==> src/rtl/chip_alias_pkg.sv <==
package chip_alias_pkg;

  // Reach selector values
  typedef enum logic [1:0] {
    REACH_512K = 2'd0,
    REACH_1M   = 2'd1,
    REACH_2M   = 2'd2,
    REACH_2M_B = 2'd3
  } reach_e;

  // Watch mode bit positions
  localparam int unsigned WMODE_RD = 0;
  localparam int unsigned WMODE_WR = 1;

  // Address bits decoded by the controller: base plus one per revision step,
  // clipped to the window width.
  function automatic int unsigned reach_bits(input logic [1:0] rev,
                                             input int unsigned base_bits,
                                             input int unsigned win_bits);
    int unsigned b;
    b = base_bits + ((rev >= 2'd2) ? 2 : int'(rev));
    if (b > win_bits) b = win_bits;
    return b;
  endfunction

  function automatic logic [31:0] reach_mask(input logic [1:0] rev,
                                             input int unsigned base_bits,
                                             input int unsigned win_bits);
    return (32'd1 << reach_bits(rev, base_bits, win_bits)) - 32'd1;
  endfunction

  // First offset past the installed RAM.
  function automatic logic [31:0] fitted_limit(input logic size_sel,
                                               input int unsigned base_bits);
    return 32'd1 << (base_bits + (size_sel ? 1 : 0));
  endfunction

endpackage

==> src/rtl/chip_fold.sv <==
module chip_fold
  import chip_alias_pkg::*;
#(
  parameter int unsigned ADDR_W    = 24,
  parameter int unsigned WIN_BITS  = 21,
  parameter int unsigned BASE_BITS = 19
) (
  input  logic [ADDR_W-1:0]   bus_addr,
  input  logic [1:0]          rev_sel,
  input  logic                size_sel,
  output logic                in_window,
  output logic [WIN_BITS-1:0] ram_offset,
  output logic [ADDR_W-1:0]   canon_addr,
  output logic                ram_hit,
  output logic                hole,
  output logic                aliased
);

  localparam int unsigned HI_W = ADDR_W - WIN_BITS;

  logic [WIN_BITS-1:0] fold_mask;
  logic [WIN_BITS-1:0] folded;
  logic                below_fit;

  assign in_window = (bus_addr[ADDR_W-1:WIN_BITS] == '0);
  assign fold_mask = WIN_BITS'(reach_mask(rev_sel, BASE_BITS, WIN_BITS));
  assign folded    = bus_addr[WIN_BITS-1:0] & fold_mask;
  assign below_fit = (32'(folded) < fitted_limit(size_sel, BASE_BITS));

  assign ram_offset = folded;
  assign canon_addr = {{HI_W{1'b0}}, folded};
  assign ram_hit    = in_window & below_fit;
  assign hole       = in_window & ~below_fit;
  assign aliased    = in_window & (folded != bus_addr[WIN_BITS-1:0]);

endmodule

==> src/rtl/chip_wp_slot.sv <==
module chip_wp_slot
  import chip_alias_pkg::*;
#(
  parameter int unsigned ADDR_W = 24
) (
  input  logic              clk,
  input  logic              rst_n,
  input  logic              cfg_load,
  input  logic [ADDR_W-1:0] cfg_addr,
  input  logic              cfg_en,
  input  logic [1:0]        cfg_mode,
  input  logic              acc_valid,
  input  logic              acc_write,
  input  logic              acc_in_window,
  input  logic [ADDR_W-1:0] acc_bus_addr,
  input  logic [ADDR_W-1:0] acc_canon_addr,
  output logic              hit
);

  logic [ADDR_W-1:0] watch_addr;
  logic              watch_en;
  logic [1:0]        watch_mode;
  logic              dir_ok;
  logic              addr_match;
  logic              match_now;

  always_ff @(posedge clk or negedge rst_n) begin
    if (!rst_n) begin
      watch_addr <= '0;
      watch_en   <= 1'b0;
      watch_mode <= 2'b00;
    end else if (cfg_load) begin
      watch_addr <= cfg_addr;
      watch_en   <= cfg_en;
      watch_mode <= cfg_mode;
    end
  end

  assign dir_ok     = acc_write ? watch_mode[WMODE_WR] : watch_mode[WMODE_RD];
  assign addr_match = (watch_addr == acc_bus_addr) | (watch_addr == acc_canon_addr);
  assign match_now  = acc_valid & acc_in_window & watch_en & dir_ok & addr_match;

  always_ff @(posedge clk or negedge rst_n) begin
    if (!rst_n) hit <= 1'b0;
    else        hit <= match_now;
  end


  hit_after_access_chk: assert property (@(posedge clk) disable iff (!rst_n)
    hit |-> $past(acc_valid));


  hit_in_window_chk: assert property (@(posedge clk) disable iff (!rst_n)
    hit |-> $past(acc_in_window));


  hit_needs_enable_chk: assert property (@(posedge clk) disable iff (!rst_n)
    (acc_valid && !watch_en) |=> !hit);

endmodule

==> src/rtl/chip_wp_bank.sv <==
module chip_wp_bank #(
  parameter int unsigned ADDR_W = 24,
  parameter int unsigned NUM_WP = 4,
  localparam int unsigned IDX_W = (NUM_WP > 1) ? $clog2(NUM_WP) : 1
) (
  input  logic              clk,
  input  logic              rst_n,
  input  logic              cfg_we,
  input  logic [IDX_W-1:0]  cfg_idx,
  input  logic [ADDR_W-1:0] cfg_addr,
  input  logic              cfg_en,
  input  logic [1:0]        cfg_mode,
  input  logic              acc_valid,
  input  logic              acc_write,
  input  logic              acc_in_window,
  input  logic [ADDR_W-1:0] acc_bus_addr,
  input  logic [ADDR_W-1:0] acc_canon_addr,
  output logic [NUM_WP-1:0] hits
);

  logic [NUM_WP-1:0] slot_load;

  for (genvar i = 0; i < NUM_WP; i++) begin : g_slot
    assign slot_load[i] = cfg_we & (cfg_idx == IDX_W'(i));

    chip_wp_slot #(.ADDR_W(ADDR_W)) u_slot (
      .clk           (clk),
      .rst_n         (rst_n),
      .cfg_load      (slot_load[i]),
      .cfg_addr      (cfg_addr),
      .cfg_en        (cfg_en),
      .cfg_mode      (cfg_mode),
      .acc_valid     (acc_valid),
      .acc_write     (acc_write),
      .acc_in_window (acc_in_window),
      .acc_bus_addr  (acc_bus_addr),
      .acc_canon_addr(acc_canon_addr),
      .hit           (hits[i])
    );
  end


  one_slot_load_chk: assert property (@(posedge clk) disable iff (!rst_n)
    $onehot0(slot_load));

endmodule

==> src/rtl/chip_alias_decoder.sv <==
module chip_alias_decoder
  import chip_alias_pkg::*;
#(
  parameter int unsigned ADDR_W    = 24,
  parameter int unsigned WIN_BITS  = 21,
  parameter int unsigned BASE_BITS = 19,
  parameter int unsigned DATA_W    = 16,
  parameter int unsigned NUM_WP    = 4,
  parameter logic [DATA_W-1:0] IDLE_VALUE = '1
) (
  input  logic                       clk,
  input  logic                       rst_n,
  input  logic                       bus_valid,
  input  logic                       bus_write,
  input  logic [ADDR_W-1:0]          bus_addr,
  input  logic [1:0]                 rev_sel,
  input  logic                       size_sel,
  input  logic [DATA_W-1:0]          ram_rdata,
  output logic [DATA_W-1:0]          cpu_rdata,
  output logic                       ram_sel,
  output logic                       open_bus,
  output logic                       ram_we,
  output logic [WIN_BITS-1:0]        ram_offset,
  output logic [ADDR_W-1:0]          canon_addr,
  output logic                       aliased,
  input  logic                       wp_cfg_we,
  input  logic [$clog2(NUM_WP)-1:0]  wp_cfg_idx,
  input  logic [ADDR_W-1:0]          wp_cfg_addr,
  input  logic                       wp_cfg_en,
  input  logic [1:0]                 wp_cfg_mode,
  output logic [NUM_WP-1:0]          wp_hit
);

  logic in_window;
  logic fold_hit;
  logic fold_hole;

  chip_fold #(
    .ADDR_W   (ADDR_W),
    .WIN_BITS (WIN_BITS),
    .BASE_BITS(BASE_BITS)
  ) u_fold (
    .bus_addr  (bus_addr),
    .rev_sel   (rev_sel),
    .size_sel  (size_sel),
    .in_window (in_window),
    .ram_offset(ram_offset),
    .canon_addr(canon_addr),
    .ram_hit   (fold_hit),
    .hole      (fold_hole),
    .aliased   (aliased)
  );

  assign ram_sel   = fold_hit;
  assign open_bus  = fold_hole;
  assign ram_we    = bus_valid & bus_write & fold_hit;
  assign cpu_rdata = fold_hit ? ram_rdata : IDLE_VALUE;

  chip_wp_bank #(
    .ADDR_W(ADDR_W),
    .NUM_WP(NUM_WP)
  ) u_wp (
    .clk           (clk),
    .rst_n         (rst_n),
    .cfg_we        (wp_cfg_we),
    .cfg_idx       (wp_cfg_idx),
    .cfg_addr      (wp_cfg_addr),
    .cfg_en        (wp_cfg_en),
    .cfg_mode      (wp_cfg_mode),
    .acc_valid     (bus_valid),
    .acc_write     (bus_write),
    .acc_in_window (in_window),
    .acc_bus_addr  (bus_addr),
    .acc_canon_addr(canon_addr),
    .hits          (wp_hit)
  );


  outside_quiet_chk: assert property (@(posedge clk) disable iff (!rst_n)
    (bus_addr[ADDR_W-1:WIN_BITS] != '0) |-> (!ram_sel && !open_bus && !ram_we));


  sel_exclusive_chk: assert property (@(posedge clk) disable iff (!rst_n)
    $onehot0({ram_sel, open_bus}));


  fit_bound_chk: assert property (@(posedge clk) disable iff (!rst_n)
    (ram_sel && !size_sel) |-> (ram_offset[WIN_BITS-1:BASE_BITS] == '0));


  reach_small_chk: assert property (@(posedge clk) disable iff (!rst_n)
    (rev_sel == REACH_512K) |-> (ram_offset[WIN_BITS-1:BASE_BITS] == '0));


  hole_no_write_chk: assert property (@(posedge clk) disable iff (!rst_n)
    open_bus |-> !ram_we);


  idle_read_chk: assert property (@(posedge clk) disable iff (!rst_n)
    !ram_sel |-> (cpu_rdata == IDLE_VALUE));


  canon_low_chk: assert property (@(posedge clk) disable iff (!rst_n)
    (!aliased && bus_addr[ADDR_W-1:WIN_BITS] == '0) |-> (canon_addr == bus_addr));

endmodule

==> config.mk <==
export PLATFORM = sky130hd
export DESIGN_NAME = chip_alias_decoder
export DESIGN_NICKNAME = d
export VERILOG_FILES = /design/src/rtl/chip_alias_pkg.sv /design/src/rtl/chip_fold.sv /design/src/rtl/chip_wp_slot.sv /design/src/rtl/chip_wp_bank.sv /design/src/rtl/chip_alias_decoder.sv
export SDC_FILE = /design/constraint.sdc
export NUM_CORES = 1
export LEC_CHECK = 0
export BUFFER_PORTS_ARGS = -buffer_cell sky130_fd_sc_hd__buf_4
export CAP_MARGIN = 20
export CORE_ASPECT_RATIO = 2
export CORE_MARGIN = 2
export CORE_UTILIZATION = 45
export DETAILED_ROUTE_END_ITERATION = 6
export PLACE_DENSITY = 0.7
export SKIP_CTS_REPAIR_TIMING = 1
export SLEW_MARGIN = 10
export SYNTH_ARGS = -nofsm -noshare
export SYNTH_HDL_FRONTEND = slang
export SYNTH_HIERARCHICAL = 1
export SYNTH_SLANG_ARGS = --single-unit
==> constraint.sdc <==
create_clock -name clk -period 2.8 [get_ports clk]
set_input_delay 0.28 -clock clk [delete_from_list [all_inputs] [get_ports clk]]
set_output_delay 0.28 -clock clk [all_outputs]
set_load 0.02 [all_outputs]
; Word-level counts from Yosys, hierarchy flattened
; Index checks and enable logic that the tools add are counted.
[classes]
n_addsub = 3
magnitude_cmp = 3
n_eq_ne = 12
n_shift = 2
n_mux = 8
n_bitwise = 28
reduce_logical = 2
[op_table]
columns = op, n
row1 = $eq 24x21->1, 4
row2 = $eq 24x24->1, 4
row3 = $add 5x32->32 const A, 2
row4 = $gt 32x5->1 const B, 1
row5 = $lt 21x32->1, 1
row6 = $mux 32, 1
row7 = $shl 1x32->21 const A, 1
row8 = $shl 1x32->32 const A, 1
row9 = $and 1x1->1, 22
row10 = $and 21x21->21, 1
row11 = $ne 21x21->1, 1
row12 = $sub 21x1->21 const B, 1
row13 = $mux 16, 1
row14 = $mux 1, 5
row15 = $eq 2x2->1 const B, 2
row16 = $or 1x1->1, 4
row17 = $logic_not 3->1, 1
row18 = $eq 2x1->1 const B, 1
row19 = $ge 2x2->1 const B, 1
row20 = $logic_not 2->1, 1
row21 = $mux 2, 1
row22 = $not 1->1, 1
[word_totals]
reg_bits = 112
input_bits = 77
output_inout_bits = 69
wordCells = 74

; Logic depth before layout (Yosys ltp)
; Gate-level depths: netlist of run 1.
[logic_depth]
word_depth = 11
depth_mapped = 6
mapped_depth_nobuf = 6

; Modules after synthesis
; The synthesis of run 1 kept the hierarchy.
[modules_own_cells]
columns = module, instances, cells_per_inst, area_per_inst_um2, seq_area_each_um2
row1 = chip_wp_slot, 4, 126, 1565.3, 700.7
row2 = chip_fold, 1, 57, 415.4, 0.0
row3 = chip_alias_decoder, 1, 18, 121.4, 0.0
row4 = chip_wp_bank, 1, 4, 37.5, 0.0

; Worst setup path before layout of run 1
; OpenSTA, ideal clock, no wires.
[synth_path]
path_type = input to output
start = input rev_sel[0]
end = output ram_we
t_arrival_ps = 2481
t_required_ps = 2520
setup_slack_ps = 39
cell_stages = 6
path_buffers = 1
cell_sequence = o21a_1 > ha_1 > o21a_1 > nor3_1 > buf_6 > and3_1
[synth_between]
elab_chain_len = 11
[synth_lines]
columns = element, line
row1 = "start, declared", chip_alias_decoder.sv:16  ; input logic [1:0] rev_sel,
row2 = $ge 2x2->1, chip_alias_pkg.sv:21  ; b = base_bits + ((rev >= 2'd2) ? 2 : int'(rev));
row3 = $mux 2 *, chip_alias_pkg.sv:21
row4 = $add 5x32->32 *, chip_alias_pkg.sv:21
row5 = $gt 32x5->1, chip_alias_pkg.sv:22  ; if (b > win_bits) b = win_bits;
row6 = $mux 32 *, chip_alias_pkg.sv:22
row7 = $shl 1x32->21 *, chip_alias_pkg.sv:29  ; return (32'd1 << reach_bits(rev, base_bits, win_bits)) - 32'd1;
row8 = $sub 21x1->21 *, chip_alias_pkg.sv:29
row9 = $and 21x21->21 *, chip_fold.sv:27  ; assign folded = bus_addr[WIN_BITS-1:0] & fold_mask;
row10 = $lt 21x32->1 *, chip_fold.sv:28  ; assign below_fit = (32'(folded) < fitted_limit(size_sel, BASE_BITS));
row11 = $and 1x1->1 *, chip_fold.sv:32  ; assign ram_hit = in_window & below_fit;
row12 = net ram_sel, chip_alias_decoder.sv:20  ; output logic ram_sel,
row13 = $and 1x1->1 *, chip_alias_decoder.sv:56  ; assign ram_we = bus_valid & bus_write & fold_hit;
row14 = "end, declared", chip_alias_decoder.sv:22  ; output logic ram_we,
; Mark *: on every way through the listed nets, which the timed path passes. The rest lies on a longest branch.

; Worst setup path after layout of run 1
[layout_path]
start = input bus_addr[19]
end = output cpu_rdata[13]
[layout_between]
elab_chain_len = 4
[layout_lines]
columns = element, line
row1 = "start, declared", chip_alias_decoder.sv:15  ; input logic [ADDR_W-1:0] bus_addr,
row2 = $and 21x21->21, chip_fold.sv:27
row3 = $lt 21x32->1, chip_fold.sv:28
row4 = $and 1x1->1, chip_fold.sv:32
row5 = $mux 16, chip_alias_decoder.sv:57  ; assign cpu_rdata = fold_hit ? ram_rdata : IDLE_VALUE;
row6 = "end, declared", chip_alias_decoder.sv:19  ; output logic [DATA_W-1:0] cpu_rdata,
; Every way passes these cells.

==> impl_metrics.csv, run 1 <==
group,metric,value,unit
floorplan,row_count,63,
worst_setup_path,crit_type,"in2out",
worst_setup_path,critPathTopFamily,"buffers and inverters",
timing,max_freq,445,MHz
placement,portBuffers,142,
power,power_density,589,nW/um2
status,status,"complete, but fails checks",
drt,wl_per_cell,20.6,um
placement,dp.cells,871,
drt,drtIter0Drc,208,
timing,tns,0,ns
worst_setup_path,slowest_delay,0.31,ns
worst_setup_path,critPathRequiredTime,2.52,ns
timing,finalCritPeriodShare,80.3,%
drt,vias,4787,
timing,finalCriticalPeriod,2.25,ns
worst_setup_path,end_kind,"primary output",
placement,place_hpwl,14000,um
final_layout,fin_util,54.6,%
timing,setup_viol,0,
drt,vias_per_cell,5.40,
power,p_leak,3.60,nW
worst_setup_path,cp_max_fo,18,
timing,final-hold-violation-count,2,
yosys,yosysWarningCount,6,
clock_tree,cts_buffer_depth,2,
drt,dr.pass1.iters,4,
timing,slew_violations,0,
timing,whs,-0.00896,ns
yosys,ys_ff_latch,112,
clock_tree,cts_tree,"built",
power,power,4.77,mW
global_routing,grt_use_total,22.5,%
placement,place.gp.congestion,0.899,
drt,remaining_drc_errors,0,
drt,drtAntennaViolNets,0,
final_layout,fin_nets,766,
yosys,syn_area_per_cell,11.7,um2
status,violations,"negative hold slack",
final_layout,drive_gt1_share,39.7,%
global_routing,grt_overflow,0,
clock_tree,clk_latency,0.35,ns
floorplan,num_io_pins,146,
floorplan,coreArea,14800,um2
job,drv_cap,0,
final_layout,instances_no_fill,887,
clock_tree,clkTransAtPathRegs,0.07,ns
floorplan,die_w,91.2,um
global_routing,grt_pass1_vias,5169,
final_layout,num_antenna_cells,0,
timing,slew_headroom,41.2,%
min_path,min_path_type,"in2async",
worst_setup_path,start_kind,"input port",
global_routing,antenna_found_initial,0,
yosys,syn_inst,583,
yosys,syn_area,6840,um2
yosys,yosysUniqueCellTypes,27,
worst_setup_path,arrival,1.97,ns
drt,wl,18200,um
worst_setup_path,cp_num_buf_inv,3,
floorplan,start_util,46.1,%
global_routing,grt_pass1_wl,27600,um
timing,skew,0.00654,ns
clock_tree,cts-root-buf,"clkbuf_16",
clock_tree,cts_sinks,112,
power,ir_drop,0.347,mV
clock_tree,h-tree-depth,3,
clock_tree,cts_buffers,9,
worst_setup_path,cpMostUsedCell,"buf_4",
floorplan,die_area,16300,um2
timing,worst_slew_pin_slew,0.882,ns
final_layout,final_common_cell,"xor2_1",
floorplan,dieHeight,178,um
final_layout,mostFrequentLayoutCells,"xor2_1, buf_4, dfrtp_1",
final_layout,syn_to_final_growth,18.4,%
global_routing,grt_max_degree,113,
worst_setup_path,worstPathCellList,"buf_4 -> o21a_1 -> ha_1 -> o21a_1 -> nor3_2 -> buf_4 -> or2b_1 -> buf_4",
yosys,ys_seq_area_share,41.0,%
worst_setup_path,cpMaxStageDelayCell,"o21a_1",
timing,rsz0062_at_grt,"false",
[metrics by stage]
step | cell area (um2) | setup WS [ns]
2_1_floorplan | 6840 | 0.0394
3_3_place_gp | 7820 | 0.618
3_5_place_dp | 7820 | 0.545
4_1_cts | 8090 | 0.538
5_1_grt | 8090 | 0.391
6_report | 8090 | 0.552
[registers in the layout (all words and copies together) (netlist names)]
register,flops
u_wp/g_slot.u_slot/watch_addr,96
u_wp/g_slot.u_slot/watch_mode,8
u_wp/g_slot.u_slot/hit,4
u_wp/g_slot.u_slot/watch_en,4
[logic make-up (layout without fill, tap and decap cells)]
family          Yosys count  count (layout)  share of synthesized area (%)
other cells               1               3                         0.0549
simple gates             97              97                           8.80
xor+xnor                192             192                           24.6
mux                     112             112                           18.4
flops                   112             112                           41.0
compound gates            8               8                          0.879
buf+inv                  59             166                           5.91
fa+ha+maj                 2               2                          0.366
[cell usage after synthesis]
| master | count | area share, % |
|---|---|---|
| xor2_1 | 192 | 25 |
| dfrtp_1 | 112 | 41 |
| mux2_2 | 108 | 18 |
| nor4_1 | 48 | 4.4 |
| buf_4 | 44 | 4.8 |
| nand2b_1 | 14 | 1.3 |
| nand3_1 | 12 | 0.88 |
| buf_2 | 8 | 0.59 |
| nand4_1 | 8 | 0.73 |
| mux2i_1 | 4 | 0.59 |
| nor2_1 | 4 | 0.22 |
| o22ai_1 | 4 | 0.37 |
| clkbuf_1 | 3 | 0.16 |
| inv_1 | 3 | 0.16 |
| o21a_1 | 3 | 0.33 |
| or2b_1 | 3 | 0.33 |
| and3b_1 | 2 | 0.26 |
| ha_1 | 2 | 0.37 |
| a211oi_2 | 1 | 0.18 |
| and2_1 | 1 | 0.092 |
| and3_1 | 1 | 0.092 |
| and3_2 | 1 | 0.11 |
| buf_6 | 1 | 0.16 |
| conb_1 | 1 | 0.055 |
| nor3_1 | 1 | 0.073 |
| nor3b_2 | 1 | 0.18 |
| or3_4 | 1 | 0.16 |
[layer usage]
metal  wire [um]  vias up  GRT usage (%)
li1            -     2182              -
met2       10500      174           45.2
met1        6160     2388           22.0
met5           0        -              0
met3         879       43           3.08
met4         716        0           10.4
[cell type report]
class,instances,area (um2)
clock inverters,6,41.3
flip-flops and latches,112,2800
clock buffers,10,229
well taps,195,244
inverters,3,11.3
multi-input cells,414,3650
repair buffers,147,1120
fillers,1308,6730
[final timing paths]
| kind | slack (ns) | startpoint | end | cells past startpoint |
|---|---|---|---|---|
| max | 0.55 | bus_addr[19] | cpu_rdata[13] | 8 |
| min | -0.009 | rst_n | u_wp/g_slot[0].u_slot/watch_addr[21]$_DFFE_PN0P_ | 2 |
| max reg2reg | 1.11 | u_wp/g_slot[0].u_slot/watch_addr[22]$_DFFE_PN0P_ | u_wp/g_slot[0].u_slot/hit$_DFF_PN0_ | 4 |
| min reg2reg | 0.52 | u_wp/g_slot[2].u_slot/watch_mode[0]$_DFFE_PN0P_ | u_wp/g_slot[2].u_slot/watch_mode[0]$_DFFE_PN0P_ | 1 |
| max in group asynchronous | 2.29 | rst_n | u_wp/g_slot[2].u_slot/watch_addr[17]$_DFFE_PN0P_ | 2 |
| min in group clk | 0.19 | wp_cfg_addr[8] | u_wp/g_slot[1].u_slot/watch_addr[8]$_DFFE_PN0P_ | 2 |
[power by group]
group | leakage, nW | total [mW] | switching (mW) | internal, mW
Clock | 0.137 | 1.19 | 0.581 | 0.610
Sequential | 1.33 | 2.27 | 0.354 | 1.91
Combinational | 2.13 | 1.31 | 0.649 | 0.659
Note: power is estimated with default switching activity, not from simulation.
==> run 2, diff against run 1 <==
- clock period: 2.8 -> 2.3 ns (I/O delays scaled with it)
==> run 2 against run 1 <==
Clock skew up 0.0010 ns. Cell count up 0.34%. Worst hold slack better by 0.14 ns. Critical path type unchanged. Critical endpoint is now ram_we. Sequential power up 22%. Sequential share of layout area down 0.26 points. Total power up 24%. Utilization up 0.41 points. Clock power up 29%. Clock-buffer cell count down 1. Register-to-register slack worse by 0.51 ns. The flow now finishes without violations. Sequential cell count unchanged.
==> impl_metrics.csv, run 2 (synthesis gave the netlist of run 1 again) <==
group,metric,value,unit
worst_setup_path,cpMaxStageDelayCell,"and2_1",
worst_setup_path,startpoint,"bus_addr[20]",
worst_setup_path,r2r-start,"u_wp/g_slot[0].u_slot/watch_addr[22]$_DFFE_PN0P_",
placement,portBuffers,142,
drt,drtIter0Drc,174,
floorplan,num_io_pins,146,
status,status,"completed",
clock_tree,cts-root-buf,"clkbuf_16",
final_layout,syn_to_final_growth,19.3,%
floorplan,die_area,16300,um2
clock_tree,clkTransAtPathRegs,0.07,ns
final_layout,final_common_cell,"xor2_1",
worst_setup_path,cpMostUsedCell,"buf_4",
placement,dp.cells,875,
global_routing,grt_max_degree,43,
timing,skew,0.00756,ns
floorplan,row_count,63,
power,power_density,725,nW/um2
global_routing,grt_pass1_vias,5226,
floorplan,die_w,91.2,um
job,drv_cap,0,
floorplan,dieHeight,178,um
worst_setup_path,worstPathCellList,"buf_4 -> and2_1 -> ha_1 -> o21a_1 -> nor3_4 -> buf_4 -> and3_1 -> buf_4",
drt,vias_per_cell,5.39,
final_layout,num_antenna_cells,0,
clock_tree,cts_tree,"built",
placement,place_hpwl,14700,um
final_layout,mostFrequentLayoutCells,"xor2_1, buf_4, dfrtp_1",
min_path,min_path_type,"in2reg",
timing,final-hold-violation-count,0,
worst_setup_path,end_kind,"primary output",
floorplan,start_util,46.1,%
clock_tree,clk_latency,0.35,ns
final_layout,largest_reg_flops,96,
final_layout,fillers,1352,
timing,max_freq,468,MHz
final_layout,instances_no_fill,890,
worst_setup_path,slowest_delay,0.34,ns
worst_setup_path,start_kind,"input port",
drt,dr.pass1.iters,4,
drt,wl_per_cell,21.4,um
min_path,worstHoldStart,"wp_cfg_addr[15]",
drt,vias,4800,
drt,wl,19100,um
power,ir_drop,0.353,mV
timing,setup_viol,0,
global_routing,grt_pass1_wl,28800,um
clock_tree,cts_buffer_depth,2,
timing,worst_slew_pin_slew,0.781,ns
worst_setup_path,arrival,1.91,ns
clock_tree,cts_sinks,112,
final_layout,largest_registers,"u_wp/g_slot.u_slot/watch_addr x96, u_wp/g_slot.u_slot/watch_mode x8",
timing,finalCritPeriodShare,92.9,%
timing,finalCriticalPeriod,2.14,ns
final_layout,top_register,"u_wp/g_slot.u_slot/watch_addr",
timing,tns,0,ns
power,p_leak,3.63,nW
timing,slew_violations,0,
worst_setup_path,cp_max_fo,12,
global_routing,grt_use_total,23.7,%
timing,whs,0.136,ns
timing,rsz0062_at_grt,"false",
floorplan,coreArea,14800,um2
clock_tree,cts_buffers,9,
placement,place.gp.congestion,0.934,
final_layout,drive_gt1_share,40.0,%
drt,drtAntennaViolNets,0,
timing,slew_headroom,47.4,%
final_layout,fin_nets,771,
clock_tree,h-tree-depth,3,
final_layout,fin_util,55.0,%
global_routing,antenna_found_initial,0,
worst_setup_path,crit_type,"in2out",
drt,remaining_drc_errors,0,
global_routing,grt_overflow,0,
worst_setup_path,critPathRequiredTime,2.07,ns
## run 2: cell types whose count changed in the layout (fill, tap and decap cells not counted), moves of 2 or more
| cell | change |
|---|---|
| clkinvlp_4 | +2 |
| buf_4 | +4 |
| inv_6 | -2 |
| clkinv_2 | -2 |
## run 2: through the flow
step | cell area (um2) | power (mW) | setup WS (ns)
final | 8150 | 5.91 | 0.162
after global routing | 8150 | 6.17 | 0.0331
after CTS | 8140 | 5.94 | 0.179
after detailed placement | 7860 | 4.39 | 0.182
after global placement | 7860 | 4.34 | 0.259
after floorplan | 6850 | 3.75 | 0.154
## run 2: power by group
group          switching (mW)  leakage (nW)  internal [mW]
clock network           0.691         0.134          0.835
logic                   0.805          2.16          0.808
registers               0.439          1.33           2.33
## run 2: layer usage
layer | track usage [%] | vias up | share of wire (%)
met3 | 3.68 | 46 | 4.7
met2 | 47.4 | 176 | 58
li1 | - | 2180 | -
met4 | 13.2 | 0 | 5.1
met1 | 22.2 | 2398 | 33
met5 | 0 | - | 0
## run 2: cell type report
cell class              count  area, um2  share of cell area [%]
well taps                 195        244                    2.99
multi-input cells         414       3650                    44.8
inverters                   3       11.3                   0.138
flip-flops and latches    112       2800                    34.4
repair buffers            152       1160                    14.2
clock buffers               9        225                    2.76
clock inverters             5       58.8                   0.721
## run 2: worst paths after layout
kind / to / slack, ns / depth (start not counted)
max in group asynchronous: u_wp/g_slot[0].u_slot/watch_mode[1]$_DFFE_PN0P_ / 1.22 / 3
setup reg to reg: u_wp/g_slot[0].u_slot/hit$_DFF_PN0_ / 0.60 / 4
setup / recovery: ram_we / 0.16 / 8
hold reg to reg: u_wp/g_slot[0].u_slot/watch_mode[0]$_DFFE_PN0P_ / 0.52 / 1
hold / removal: u_wp/g_slot[0].u_slot/watch_addr[15]$_DFFE_PN0P_ / 0.14 / 2
min in group asynchronous: u_wp/g_slot[0].u_slot/watch_addr[21]$_DFFE_PN0P_ / 0.43 / 2
## run 2: critical path, delay by kind of cell
family	cells	cell delay, ns
AND/OR/NAND/NOR	3	0.74
buffers and inverters	3	0.48
adder cells (fa/ha/maj)	1	0.30
AO/OA/AOI/OAI	1	0.15
==> run 3, diff against run 2 <==
- clock period: 2.3 -> 2.65 ns (I/O delays scaled with it)
==> run 3 against run 2 <==
Cell count down 0.11%. First-iteration DRC count up 59%. Critical path depth unchanged. Largest cell class unchanged. Register-to-register slack better by 0.28 ns. Critical path type unchanged. Die area unchanged.
==> impl_metrics.csv, run 3 (synthesis gave the netlist of run 1 again) <==
group,metric,value,unit
status,status,"completed",
placement,place_hpwl,14300,um
timing,rsz0062_at_grt,"false",
min_path,min_path_type,"in2async",
final_layout,top_register,"u_wp/g_slot.u_slot/watch_addr",
power,power_density,623,nW/um2
final_layout,largest_registers,"u_wp/g_slot.u_slot/watch_addr x96, u_wp/g_slot.u_slot/watch_mode x8",
global_routing,grt_pass1_wl,27900,um
timing,max_freq,454,MHz
final_layout,mostFrequentLayoutCells,"xor2_1, buf_4, dfrtp_1",
global_routing,grt_overflow,0,
worst_setup_path,worst-r2r-cell-count,4,
clock_tree,h-tree-depth,3,
floorplan,coreArea,14800,um2
worst_setup_path,cp_max_fo,18,
clock_tree,cts_sinks,112,
floorplan,dieHeight,178,um
worst_setup_path,crit_type,"in2out",
timing,skew,0.00914,ns
power,p_leak,3.61,nW
clock_tree,cts-root-buf,"clkbuf_16",
worst_setup_path,start_kind,"input port",
worst_setup_path,r2r_setup_slack,0.88,ns
timing,tns,0,ns
power,p_clk_share,25.3,%
floorplan,die_w,91.2,um
drt,wl,18300,um
global_routing,grt_max_degree,62,
timing,finalCriticalPeriod,2.20,ns
floorplan,die_area,16300,um2
placement,pre_cts_slack,0.437,ns
worst_setup_path,timing.rr.end,"u_wp/g_slot[1].u_slot/hit$_DFF_PN0_",
drt,vias,4748,
final_layout,drive_gt1_share,40.1,%
placement,portBuffers,142,
final_layout,fin_nets,768,
drt,drtAntennaViolNets,0,
job,drv_cap,0,
power,internal_power,3.37,mW
timing,worst_slew_pin_slew,0.805,ns
final_layout,fillers,1308,
floorplan,row_count,63,
timing,finalCritPeriodShare,83.2,%
drt,drtIter0Drc,277,
global_routing,grt_use_total,23.0,%
power,p_seq_share,47.2,%
power,p_sw_share,33.4,%
drt,wl_per_cell,20.6,um
timing,final-hold-violation-count,0,
final_layout,fin_util,54.8,%
clock_tree,clkTransAtPathRegs,0.07,ns
floorplan,num_io_pins,146,
worst_setup_path,r2r-start,"u_wp/g_slot[1].u_slot/watch_addr[22]$_DFFE_PN0P_",
drt,vias_per_cell,5.34,
power,power,5.05,mW
timing,slew_violations,0,
floorplan,start_util,46.1,%
final_layout,num_antenna_cells,0,
worst_setup_path,end_kind,"primary output",
timing,setup_ws,0.445,ns
power,combPwrFrac,27.5,%
timing,whs,0.000228,ns
global_routing,grt_pass1_vias,5095,
clock_tree,cts_buffers,9,
clock_tree,cts_tree,"built",
clock_tree,clk_latency,0.35,ns
worst_setup_path,arrival,1.94,ns
power,ir_drop,0.289,mV
drt,remaining_drc_errors,0,
drt,dr.pass1.iters,4,
final_layout,largest_reg_flops,96,
final_layout,syn_to_final_growth,18.7,%
worst_setup_path,critPathRequiredTime,2.38,ns
global_routing,antenna_found_initial,0,
clock_tree,cts_buffer_depth,2,
placement,place.gp.congestion,0.914,
timing,slew_headroom,46.4,%
final_layout,final_common_cell,"xor2_1",
power,switchingPower,1.69,mW
timing,setup_viol,0,
## run 3: power groups by stage
stage	registers [mW]	clock network (mW)	logic [mW]
CTS	2.39	1.33	1.39
global placement	2.41	0	1.35
global route	2.43	1.38	1.49
finish	2.39	1.28	1.39
detailed placement	2.42	0	1.38
floorplan	2.31	0	0.944
## run 3: area by class of cell
type,instances,area (um2),area share [%]
multi-input cells,414,3650,44.9
flip-flops and latches,112,2800,34.5
repair buffers,149,1130,13.9
well taps,195,244,3.01
clock buffers,9,225,2.78
clock inverters,7,52.6,0.648
inverters,3,11.3,0.139
## run 3: worst max path at each step
stage | from | endpoint | depth (start not counted) | slack, ns
floorplan | rev_sel[0] | ram_we | 6 | 0.27
global placement | bus_addr[19] | cpu_rdata[13] | 8 | 0.52
detailed placement | bus_addr[19] | cpu_rdata[0] | 8 | 0.44
CTS | bus_addr[19] | cpu_rdata[0] | 8 | 0.43
global route | bus_addr[19] | cpu_rdata[15] | 8 | 0.31
finish | bus_addr[19] | cpu_rdata[0] | 8 | 0.45
## run 3: per-layer routing
layer | wire length, um | share of wire, % | GRT usage, %
met5 | 0 | 0 | 0
met4 | 941 | 5.1 | 13.1
met3 | 979 | 5.3 | 3.42
met2 | 10300 | 56 | 44.8
met1 | 6080 | 33 | 22.6
## run 3: per-stage QoR
step                instance area, um2  instances
floorplan                         6850        585
global route                      8110        889
CTS                               8110        889
detailed placement                7840        873
finish                            8110        889
global placement                  7840        873
## run 3: critical path, stage by stage
cell and delay (ns):
buf_4 0.12, o21a_1 0.31, ha_1 0.30, o21a_1 0.21, nor3_2 0.11, buf_4 0.22, or2b_1 0.24, buf_4 0.15
